File: src/rtl/led_status_pkg.sv
package led_status_pkg;
  typedef enum logic [1:0] {
    PWR_OFF     = 2'd0,
    PWR_ON      = 2'd1,
    PWR_SUSPEND = 2'd2,
    PWR_RSVD    = 2'd3
  } pwr_state_e;

  typedef enum logic [1:0] {
    PAT_DARK  = 2'd0,
    PAT_SOLID = 2'd1,
    PAT_SLOW  = 2'd2,
    PAT_FAST  = 2'd3
  } led_pat_e;
endpackage

File: src/rtl/led_green_sel.sv
module led_green_sel
  import led_status_pkg::*;
(
  input  logic [1:0] pwr_state_i,
  output led_pat_e   pat_o
);
  always_comb begin
    unique case (pwr_state_e'(pwr_state_i))
      PWR_ON:      pat_o = PAT_SOLID;
      PWR_SUSPEND: pat_o = PAT_SLOW;
      default:     pat_o = PAT_DARK;
    endcase
  end
endmodule

File: src/rtl/led_orange_sel.sv
module led_orange_sel
  import led_status_pkg::*;
#(
  parameter int PCT_W    = 7,
  parameter int LOW_PCT  = 10,
  parameter int CRIT_PCT = 3
) (
  input  logic             ac_present_i,
  input  logic             charging_i,
  input  logic             batt_full_i,
  input  logic             batt_fault_i,
  input  logic [PCT_W-1:0] batt_pct_i,
  output led_pat_e         pat_o
);
  localparam logic [PCT_W-1:0] LowV  = PCT_W'(LOW_PCT);
  localparam logic [PCT_W-1:0] CritV = PCT_W'(CRIT_PCT);

  logic crit, low, chg;
  assign crit = batt_fault_i || (batt_pct_i < CritV);
  assign low  = batt_pct_i <= LowV;
  assign chg  = ac_present_i && charging_i && !batt_full_i;

  // priority: critical > low > charging > dark
  always_comb begin
    if (crit)     pat_o = PAT_FAST;
    else if (low) pat_o = PAT_SLOW;
    else if (chg) pat_o = PAT_SOLID;
    else          pat_o = PAT_DARK;
  end
endmodule

File: src/rtl/led_blink_timer.sv
module led_blink_timer
  import led_status_pkg::*;
#(
  parameter int SLOW_ON_TICKS  = 1000,
  parameter int SLOW_OFF_TICKS = 3000,
  parameter int FAST_ON_TICKS  = 1000,
  parameter int FAST_OFF_TICKS = 1000
) (
  input  logic     clk_i,
  input  logic     rst_ni,
  input  logic     tick_i,
  input  led_pat_e pat_i,
  output logic     led_o
);
  localparam int MaxSlow = (SLOW_ON_TICKS > SLOW_OFF_TICKS) ? SLOW_ON_TICKS : SLOW_OFF_TICKS;
  localparam int MaxFast = (FAST_ON_TICKS > FAST_OFF_TICKS) ? FAST_ON_TICKS : FAST_OFF_TICKS;
  localparam int MaxDur  = (MaxSlow > MaxFast) ? MaxSlow : MaxFast;
  localparam int CntW    = (MaxDur > 1) ? $clog2(MaxDur) : 1;

  led_pat_e        pat_q;
  logic            on_q;
  logic [CntW-1:0] cnt_q;
  logic [CntW-1:0] last;
  logic            blinking;

  assign blinking = (pat_q == PAT_SLOW) || (pat_q == PAT_FAST);

  always_comb begin
    unique case (pat_q)
      PAT_SLOW: last = on_q ? CntW'(SLOW_ON_TICKS - 1) : CntW'(SLOW_OFF_TICKS - 1);
      PAT_FAST: last = on_q ? CntW'(FAST_ON_TICKS - 1) : CntW'(FAST_OFF_TICKS - 1);
      default:  last = '0;
    endcase
  end

  always_ff @(posedge clk_i or negedge rst_ni) begin
    if (!rst_ni) begin
      pat_q <= PAT_DARK;
      on_q  <= 1'b1;
      cnt_q <= '0;
    end else if (pat_i != pat_q) begin
      // new pattern: restart in on phase
      pat_q <= pat_i;
      on_q  <= 1'b1;
      cnt_q <= '0;
    end else if (tick_i && blinking) begin
      if (cnt_q == last) begin
        cnt_q <= '0;
        on_q  <= ~on_q;
      end else begin
        cnt_q <= cnt_q + 1'b1;
      end
    end
  end

  assign led_o = (pat_q == PAT_SOLID) || (blinking && on_q);
endmodule

File: src/rtl/led_status_gen.sv
module led_status_gen
  import led_status_pkg::*;
#(
  parameter int PCT_W          = 7,
  parameter int LOW_PCT        = 10,
  parameter int CRIT_PCT       = 3,
  parameter int SLOW_ON_TICKS  = 1000,
  parameter int SLOW_OFF_TICKS = 3000,
  parameter int FAST_ON_TICKS  = 1000,
  parameter int FAST_OFF_TICKS = 1000
) (
  input  logic             clk_i,
  input  logic             rst_ni,
  input  logic             tick_i,
  input  logic [1:0]       pwr_state_i,
  input  logic             ac_present_i,
  input  logic             charging_i,
  input  logic             batt_full_i,
  input  logic             batt_fault_i,
  input  logic [PCT_W-1:0] batt_pct_i,
  output logic             green_o,
  output logic             orange_o
);
  localparam int NumCh = 2;

  led_pat_e         pat_sel [NumCh];
  logic [NumCh-1:0] led_en;

  led_green_sel u_green_sel (
    .pwr_state_i (pwr_state_i),
    .pat_o       (pat_sel[0])
  );

  led_orange_sel #(
    .PCT_W    (PCT_W),
    .LOW_PCT  (LOW_PCT),
    .CRIT_PCT (CRIT_PCT)
  ) u_orange_sel (
    .ac_present_i (ac_present_i),
    .charging_i   (charging_i),
    .batt_full_i  (batt_full_i),
    .batt_fault_i (batt_fault_i),
    .batt_pct_i   (batt_pct_i),
    .pat_o        (pat_sel[1])
  );

  for (genvar c = 0; c < NumCh; c++) begin : g_ch
    led_blink_timer #(
      .SLOW_ON_TICKS  (SLOW_ON_TICKS),
      .SLOW_OFF_TICKS (SLOW_OFF_TICKS),
      .FAST_ON_TICKS  (FAST_ON_TICKS),
      .FAST_OFF_TICKS (FAST_OFF_TICKS)
    ) u_tmr (
      .clk_i  (clk_i),
      .rst_ni (rst_ni),
      .tick_i (tick_i),
      .pat_i  (pat_sel[c]),
      .led_o  (led_en[c])
    );
  end

  assign green_o  = led_en[0];
  assign orange_o = led_en[1];
endmodule

File: config.mk
export PLATFORM = sky130hd
export DESIGN_NAME = led_status_gen
export DESIGN_NICKNAME = d
export VERILOG_FILES = /design/src/rtl/led_status_pkg.sv /design/src/rtl/led_green_sel.sv /design/src/rtl/led_orange_sel.sv /design/src/rtl/led_blink_timer.sv /design/src/rtl/led_status_gen.sv
export SDC_FILE = /design/constraint.sdc
export NUM_CORES = 1
export LEC_CHECK = 0
export CORE_ASPECT_RATIO = 1.25
export CORE_MARGIN = 5
export CORE_UTILIZATION = 50
export CTS_CLUSTER_DIAMETER = 150
export DETAILED_ROUTE_END_ITERATION = 8
export DONT_BUFFER_PORTS = 1
export HOLD_SLACK_MARGIN = 0.15
export PLACE_DENSITY_LB_ADDON = 0.2
export SYNTH_ARGS = -nofsm -noshare
export SYNTH_HDL_FRONTEND = slang
export SYNTH_HIERARCHICAL = 1
export SYNTH_SLANG_ARGS = --single-unit
File: constraint.sdc
create_clock -name clk_i -period 1.7 [get_ports clk_i]
set_input_delay 0.085 -clock clk_i [delete_from_list [all_inputs] [get_ports clk_i]]
set_output_delay 0.085 -clock clk_i [all_outputs]
set_load 0.01 [all_outputs]
==> results of run 1 <==
## flip-flops by register name, summed over array words and instances, names as in the netlist
name              flops
g_ch.u_tmr/pat_q      4
g_ch.u_tmr/on_q       2
g_ch.u_tmr/cnt_q     24
## timing repair
item	in CTS	in global routing
pin swaps	8	2
endpoints found under the hold margin	36	1
buffers inserted	2	0
setup endpoints to repair	26	26
resized for setup	12	20
## cell families after synthesis
logic type / after synthesis
AOI/OAI and AO/OA: 29
xor gates and xnor gates: 20
adders and majority gates: 2
buffers and inverters: 13
DFF: 30
muxes: 4
and+or+nand+nor: 87
## metal layers
metal / share of wire / wire length, µm / global-route usage / up-vias
li1: - / - / - / 751
met1: 0.38 / 1710 / 0.195 / 773
met2: 0.57 / 2540 / 0.358 / 19
met3: 0.016 / 71 / 0.0448 / 15
met4: 0.029 / 129 / 0.116 / 0
met5: 0 / 0 / 0 / -
## layout make-up
| class | count | area share |
|---|---|---|
| Clock buffer | 7 | 0.0348 |
| Clock inverter | 1 | 0.00202 |
| Inverter | 5 | 0.00758 |
| Multi-Input combinational cell | 142 | 0.477 |
| Sequential cell | 30 | 0.304 |
| Tap cell | 39 | 0.0197 |
| Timing Repair Buffer | 44 | 0.155 |
## layout by cell type, fill, tap and decap left out, types with 3 or more instances in the layout
master,n
nor2_1,16
or4_4,3
a21oi_4,3
nor4_1,4
a21oi_1,3
inv_1,5
nor2b_1,3
buf_6,4
nand2_1,10
buf_4,31
clkbuf_8,6
dfrtp_1,28
nor2_2,11
nand3b_1,3
nand3_1,6
dlygate4sd3_1,7
xnor2_1,18
or3_1,4
mux2_2,4
a22o_2,3
## stage by stage
stage | utilization | total power [mW] | instances | area, µm²
after floorplan | - | 0.880 | 185 | 1880
after detailed placement | 0.605 | 0.945 | 250 | 2130
after global routing | 0.705 | 1.70 | 268 | 2480
final | 0.705 | 1.62 | 268 | 2480
after CTS | 0.679 | 1.61 | 268 | 2390
after global placement | 0.605 | 0.939 | 250 | 2130
## where the power goes
part	switching [mW]	internal (mW)	total [mW]
clock network	0.264	0.326	0.590
logic	0.146	0.145	0.291
registers	0.0128	0.724	0.737
## cell usage after synthesis, types with 3 or more instances
library cell  count  area share
dfrtp_1          28        0.38
nand3b_1          3       0.012
or4_1             3       0.012
nand3_1           6       0.016
a21oi_1           4       0.011
nand2_1          10       0.020
mux2_2            4       0.024
or3_1             4       0.014
nor3b_1           4       0.016
nor3_1            4       0.011
xnor2_1          18       0.086
inv_1             5       0.010
clkbuf_1          4      0.0081
nor4_1            6       0.020
nor2b_1           3       0.010
nor2_1           28       0.057
a22o_2            4       0.022
## path summary, 6_finish.rpt
path                                                     from                                   to  depth (start not counted)
setup / recovery           g_ch[1].u_tmr/cnt_q[1]$_DFFE_PN0P_   g_ch[1].u_tmr/cnt_q[0]$_DFFE_PN0P_                          5
max in group asynchronous                              rst_ni       g_ch[0].u_tmr/on_q$_DFFE_PN1P_                          2
hold reg to reg                g_ch[0].u_tmr/on_q$_DFFE_PN1P_       g_ch[0].u_tmr/on_q$_DFFE_PN1P_                          2
min in group asynchronous                              rst_ni  g_ch[1].u_tmr/cnt_q[11]$_DFFE_PN0P_                          2
hold / removal                                         tick_i       g_ch[0].u_tmr/on_q$_DFFE_PN1P_                          3
setup reg to reg           g_ch[1].u_tmr/cnt_q[1]$_DFFE_PN0P_   g_ch[1].u_tmr/cnt_q[0]$_DFFE_PN0P_                          5
## worst max-delay path, stage by stage, from the launching register on
cell and delay, ns:
dfrtp_1 0.38, or4_4 0.56, o22ai_4 0.19, o2111ai_4 0.16
and3_4 0.24, mux2_2 0.27
==> impl_metrics.toml, run 1 <==
[yosys]
ys_warn_count = 6
netlist_instances = 185
syn_area_um2 = 1840
yosysUniqueCellTypes = 43
synth_flop_cell = "dfrtp_1"
synthSimpleGateAreaFrac = 0.262
synth_edf_count = 0
async_flop_share = 1.00
ys_ff_latch = 30
synthAdderAreaFrac = 0.0136
synthXorXnorAreaFrac = 0.0951
synth_compound_area_frac = 0.158
syn_area_per_cell_um2 = 9.96
ys_seq_area_frac = 0.409
syn_nets = 203
synth_mux_area_frac = 0.0245
synth_top_family_by_area = "simple AND/OR/NAND/NOR gates"

[timing]
fmax_ghz = 0.525
period_needed_ns = 1.91
hold_ws_ns = 0.0462
period_share = 1.12
rsz0062_at_grt = "yes"
tns_ns = -4.16
setup_slack_ns = -0.205
slew_headroom = 0.665
slew_violations = 0
finalHoldViolCount = 0
tightest_slew_ns = 0.498
finalSetupViolations = 26
skew_ns = 0.00137

[detailed_routing]
drc = 0
first_pass_iters = 4
wl_per_cell_um = 16.6
wl_mm = 4.45
dr.first_iter.drc_count = 60
routed-via-count = 1558
detail_route.vias_per_cell = 5.81
ant_nets = 0

[cells_and_area]
multi_input_area_um2 = 1180
n_antenna_cell = 0
nFillCells = 267
final_nets = 246
seq_area_um2 = 753
synthToLayoutAreaGrowth_pct = 34.5
drive_above_1_share = 0.428

[place]
io_buffer_count = 0
dp_slack_ns = -0.437
place_congestion = 0.855
dp_hpwl_mm = 3.09

[flow_run]
drv_cap = 0

[clock_network]
cts_buffers = 5
clkLatencyLatePin_ns = 0.28
holdBufCountCts = 8
cts-root-buf = "clkbuf_8"
cts_tree = "yes"
clkSlewWorstSetupHoldPaths_ns = 0.06
cts.sinks = 30
h-tree-depth = 2
cts_buffer_depth = 2

[setup_path]
rrSetupSlack_ns = -0.21
crit_path_end_kind = "flop"
arrival_ns = 2.07
required_ns = 1.86
critPathLaunchType = "flop"
crit_fanout = 4
path_class = "flop to flop"

[grt]
antenna_found_initial = 0
grt_remaining_overflow = 0
grt_max_degree = 31
grt_usage = 0.196
grt_pass1_vias = 1772
grt_pass1_wl_mm = 7.80

[worst_hold_path]
hold_path_class = "primary input to flop"

[die]
die_h_um = 77.9
start_util = 0.524
rows = 24
die_w_um = 64.3
ios = 18
dieArea_um2 = 5000
core_um2 = 3510

[power_and_ir_drop]
p_leak_nw = 1.01
vdd_drop_max_v = 0.000651
cellPowerDensity_nw_per_um2 = 653

[status]
outcome = "complete, but fails checks"
violations = "setup timing"
No activity file was read; power rests on OpenSTA's default activity.
==> inputs of run 2 (changes only) <==
- CORE_UTILIZATION: 50 -> 56
- PLACE_DENSITY: default -> 0.74
- PLACE_DENSITY_LB_ADDON: 0.2 -> default
==> impl_metrics.toml, run 2 (synthesis results as in run 1) <==
[cells_and_area]
final_common_cell = "buf_4"
stdcell_area_um2 = 2450
n_antenna_cell = 0
largest_reg_flops = 24
seq_area_um2 = 753
drive_above_1_share = 0.439
most-common-layout-cells = "buf_4 (32), dfrtp_1 (28), xnor2_1 (18), nor2_1 (14), nor2_2 (13)"
largest-register = "g_ch.u_tmr/cnt_q"
synthToLayoutAreaGrowth_pct = 33.2
biggestRegsByFlops = "g_ch.u_tmr/cnt_q x24, g_ch.u_tmr/pat_q x4, g_ch.u_tmr/on_q x2"
final_nets = 245
nFillCells = 217
multi_input_area_um2 = 1170
utilization = 0.768

[timing]
rsz0062_at_grt = "yes"
hold_ws_ns = 0.255
fmax_ghz = 0.523
slew_violations = 0
setup_slack_ns = -0.213
skew_ns = 0.00358
slew_headroom = 0.654
period_share = 1.13
finalHoldViolCount = 0
tightest_slew_ns = 0.514
period_needed_ns = 1.91
finalSetupViolations = 26

[detailed_routing]
first_pass_iters = 4
dr.first_iter.drc_count = 68
wl_per_cell_um = 17.5
wl_mm = 4.65
detail_route.vias_per_cell = 6.00
drc = 0
ant_nets = 0
routed-via-count = 1591

[setup_path]
worst-path-buf-inv = 0
reg2regPathDepth = 4
path_class = "flop to flop"
path_delay_family = "simple AND/OR/NAND/NOR gates"
cpPeakStageDelay_ns = 0.55
crit_path_end_kind = "flop"
r2r-start = "g_ch[0].u_tmr/pat_q[1]$_DFFE_PN0N_"
slowest_stage = "nor4_1"
critical_path.cell_chain = "nor4_1, o2111ai_4, and3_4, mux2_2"
critPathLaunchType = "flop"
reg2reg_to = "g_ch[0].u_tmr/cnt_q[0]$_DFFE_PN0P_"
crit_fanout = 13
rrSetupSlack_ns = -0.21
required_ns = 1.86
arrival_ns = 2.08

[place]
dp_hpwl_mm = 2.99
dpl_cell_area_um2 = 2110
io_buffer_count = 0
dp_slack_ns = -0.311
place_congestion = 0.935

[clock_network]
cts_buffers = 5
cts_tree = "yes"
cts.sinks = 30
h-tree-depth = 2
cts-root-buf = "clkbuf_8"
cts_buffer_depth = 2
clkLatencyLatePin_ns = 0.28
clkSlewWorstSetupHoldPaths_ns = 0.06

[die]
rows = 23
start_util = 0.577
dieArea_um2 = 4540
ios = 18
die_w_um = 61.3
core_um2 = 3190
die_h_um = 74.1

[grt]
grt_max_degree = 31
grt_remaining_overflow = 0
grt_pass1_vias = 1696
grt_pass1_wl_mm = 7.62
grt_usage = 0.230
antenna_found_initial = 0

[worst_hold_path]
hold_path_class = "primary input to async pin"

[power_and_ir_drop]
p_leak_nw = 0.997
power.total_mw = 1.61
vdd_drop_max_v = 0.000537
cellPowerDensity_nw_per_um2 = 657

[flow_run]
drv_cap = 0

[status]
violations = "setup timing"
outcome = "complete, but fails checks"
-- run 2: changes by cell type in the layout (fill, tap and decap cells not counted), sizes merged --
cell  delta
buf      -1
-- run 2: worst max-delay path by stage --
stage / startpoint / to / cells past startpoint / slack (ns)
5_1_grt: g_ch[0].u_tmr/cnt_q[1]$_DFFE_PN0P_ / g_ch[0].u_tmr/cnt_q[0]$_DFFE_PN0P_ / 5 / -0.27
4_1_cts: g_ch[0].u_tmr/cnt_q[1]$_DFFE_PN0P_ / g_ch[0].u_tmr/cnt_q[0]$_DFFE_PN0P_ / 5 / -0.23
6_report: g_ch[0].u_tmr/pat_q[1]$_DFFE_PN0N_ / g_ch[0].u_tmr/cnt_q[0]$_DFFE_PN0P_ / 4 / -0.21
3_3_place_gp: batt_pct_i[0] / g_ch[1].u_tmr/cnt_q[2]$_DFFE_PN0P_ / 9 / -0.26
2_1_floorplan: g_ch[1].u_tmr/cnt_q[1]$_DFFE_PN0P_ / g_ch[1].u_tmr/cnt_q[0]$_DFFE_PN0P_ / 5 / -0.12
3_5_place_dp: batt_pct_i[0] / g_ch[1].u_tmr/cnt_q[2]$_DFFE_PN0P_ / 9 / -0.31
-- run 2: worst register-to-register path, cell delays in order (launching register included) --
cell and delay [ns]:
dfrtp_1 0.53, nor4_1 0.55, o2111ai_4 0.21, and3_4 0.25, mux2_2 0.26
-- run 2: power breakdown --
group	internal, mW	leakage, nW	switching [mW]	total [mW]
clock network	0.326	0.0482	0.264	0.590
registers	0.724	0.405	0.0126	0.737
logic	0.140	0.544	0.145	0.285
-- run 2: stage by stage --
step / instances / TNS, ns
6_report: 265 / -2.52
5_1_grt: 265 / -4.18
4_1_cts: 263 / -2.84
3_5_place_dp: 246 / -5.28
3_3_place_gp: 246 / -4.34
2_1_floorplan: 185 / -1.00
-- run 2: cell type report --
class,count,share of cell area
Sequential cell,30,0.307
Timing Repair Buffer,43,0.152
Tap cell,37,0.0189
Multi-Input combinational cell,142,0.477
Inverter,5,0.00765
Clock inverter,1,0.00204
Clock buffer,7,0.0352
-- run 2: what timing repair did --
item                       in CTS  in global routing
cloned                          0                  0
hold buffers                    8                  0
hold endpoints to repair       36                  0
resized for setup              17                 12
pin swaps                       6                  4
buffers inserted                1                  2
setup endpoints to repair      26                 26
-- run 2: routing by layer --
metal / global-route usage / vias to the layer above / wire length [µm]
met3: 0.0382 / 15 / 110
met1: 0.239 / 795 / 1720
met5: 0 / - / 0
met2: 0.416 / 28 / 2680
met4: 0.145 / 0 / 144
li1: - / 753 / -
==> inputs of run 3 (changes only) <==
- RECOVER_POWER: default -> 100
==> impl_metrics.toml, run 3 (synthesis results as in run 1) <==
[status]
outcome = "complete, but fails checks"
violations = "setup timing"

[cells_and_area]
final_common_cell = "buf_4"
largest-register = "g_ch.u_tmr/cnt_q"
n_antenna_cell = 0
largest_reg_flops = 24
drive_above_1_share = 0.434
most-common-layout-cells = "buf_4 (31), dfrtp_1 (28), xnor2_1 (18), nor2_1 (14), nor2_2 (13)"
biggestRegsByFlops = "g_ch.u_tmr/cnt_q x24, g_ch.u_tmr/pat_q x4, g_ch.u_tmr/on_q x2"
final_nets = 245
fin_cells = 265
synthToLayoutAreaGrowth_pct = 32.2

[timing]
skew_ns = 0.00359
tightest_slew_ns = 0.787
slew_headroom = 0.475
finalHoldViolCount = 0
slew_violations = 0
finalSetupViolations = 26
period_needed_ns = 1.91
period_share = 1.13
setup_slack_ns = -0.213
rsz0062_at_grt = "yes"
hold_ws_ns = 0.260
fmax_ghz = 0.523

[clock_network]
cts.sinks = 30
cts_tree = "yes"
clkLatencyLatePin_ns = 0.28
cts_buffer_depth = 2
cts_buffers = 5
clkSlewWorstSetupHoldPaths_ns = 0.06
h-tree-depth = 2
cts-root-buf = "clkbuf_8"

[die]
rows = 23
dieArea_um2 = 4540
start_util = 0.577
die_h_um = 74.1
core_um2 = 3190
ios = 18
die_w_um = 61.3

[flow_run]
drv_cap = 0

[power_and_ir_drop]
p_int_mw = 1.18
p_switching_uw = 422
p_leak_nw = 0.990
p_clk_frac = 0.368
p_seq_frac = 0.459
cellPowerDensity_nw_per_um2 = 660
switching_share = 0.263
vdd_drop_max_v = 0.000539
comb_power_share = 0.173

[detailed_routing]
met1Wirelength_mm = 1.73
drc = 0
wl_per_cell_um = 17.6
ant_nets = 0
top_layer = "met4"
detail_route.vias_per_cell = 5.97
wl_mm = 4.66
wl_met2_mm = 2.68
routed-via-count = 1582
dr.first_iter.drc_count = 64
wl_met3_um = 105
first_pass_iters = 4

[setup_path]
arrival_ns = 2.08
r2r-start = "g_ch[0].u_tmr/cnt_q[1]$_DFFE_PN0P_"
crit_fanout = 5
crit_path_end_kind = "flop"
required_ns = 1.87
path_class = "flop to flop"
critPathCapture = "g_ch[0].u_tmr/cnt_q[0]$_DFFE_PN0P_"
reg2regPathDepth = 5
critPathLaunchType = "flop"
reg2reg_to = "g_ch[0].u_tmr/cnt_q[0]$_DFFE_PN0P_"
startpoint = "g_ch[0].u_tmr/cnt_q[1]$_DFFE_PN0P_"
rrSetupSlack_ns = -0.21

[grt]
grt_pass1_vias = 1696
grt_pass1_wl_mm = 7.62
grt_usage = 0.230
grt_max_degree = 31
grt_remaining_overflow = 0
antenna_found_initial = 0

[worst_hold_path]
hold_start = "pwr_state_i[1]"
hold_path_class = "primary input to flop"

[place]
dpl.cell_count = 246
dp_hpwl_mm = 2.99
io_buffer_count = 0
place_congestion = 0.935
-- run 3: cell count changes in the layout (fill, tap and decap cells not counted) --
| cell | before | now |
|---|---|---|
| clkbuf_2 | 0 | 2 |
| mux2_1 | 0 | 1 |
| buf_12 | 2 | 1 |
| buf_4 | 32 | 31 |
| or2_1 | 1 | 0 |
| mux2_2 | 4 | 3 |
| or2_0 | 0 | 1 |
-- run 3: area by class of cell --
class                           count  area, µm²
Sequential cell                    30        753
Tap cell                           37       46.3
Inverter                            5       18.8
Clock buffer                        7       86.3
Fill cell                         220        759
Timing Repair Buffer               43        355
Multi-Input combinational cell    142       1170
Clock inverter                      1       5.00
-- run 3: routing by layer --
| metal | vias up | GRT usage |
|---|---|---|
| li1 | 755 | - |
| met1 | 783 | 0.239 |
| met2 | 29 | 0.416 |
| met3 | 15 | 0.0382 |
| met4 | 0 | 0.145 |
| met5 | - | 0 |
-- run 3: how the worst min path moves through the flow --
stage / to / slack [ns] / cells after the start
floorplan: g_ch[0].u_tmr/cnt_q[0]$_DFFE_PN0P_ / -0.21 / 0
global placement: g_ch[1].u_tmr/cnt_q[10]$_DFFE_PN0P_ / -0.21 / 0
detailed placement: g_ch[1].u_tmr/pat_q[1]$_DFFE_PN0N_ / -0.21 / 0
CTS: g_ch[1].u_tmr/pat_q[1]$_DFFE_PN0N_ / 0.22 / 3
global route: g_ch[1].u_tmr/pat_q[1]$_DFFE_PN0N_ / 0.27 / 3
finish: g_ch[0].u_tmr/on_q$_DFFE_PN1P_ / 0.26 / 4
-- run 3: critical path: stages (launching register included) --
cell       delay [ns]
dfrtp_1          0.38
or4_4            0.56
o22ai_4          0.19
o2111ai_4        0.16
and3_4           0.25
mux2_2           0.26
-- run 3: per-stage QoR --
step	setup TNS, ns	power (mW)	area [µm²]	worst slack (ns)	utilization
after floorplan	-1.00	0.880	1880	-0.122	-
after global placement	-4.34	0.940	2110	-0.258	0.660
after detailed placement	-5.28	0.947	2110	-0.311	0.660
after CTS	-2.84	1.61	2380	-0.227	0.745
after global routing	-4.18	1.68	2430	-0.274	0.762
final	-2.56	1.61	2430	-0.213	0.762
-- run 3: power groups by stage --
stage	clock network, mW	registers, mW	logic (mW)
2_1_floorplan	0	0.745	0.135
3_3_place_gp	0	0.748	0.192
3_5_place_dp	0	0.749	0.198
4_1_cts	0.612	0.736	0.262
5_1_grt	0.642	0.738	0.297
6_report	0.591	0.736	0.278
-- run 3: repair_timing --
action                                 in CTS  in global routing
resized for setup                          17                 12
endpoints found under the hold margin      36                  0
setup endpoints to repair                  26                 26
buffers inserted                            1                  2
hold buffers                                8                  0
pin swaps                                   6                  4
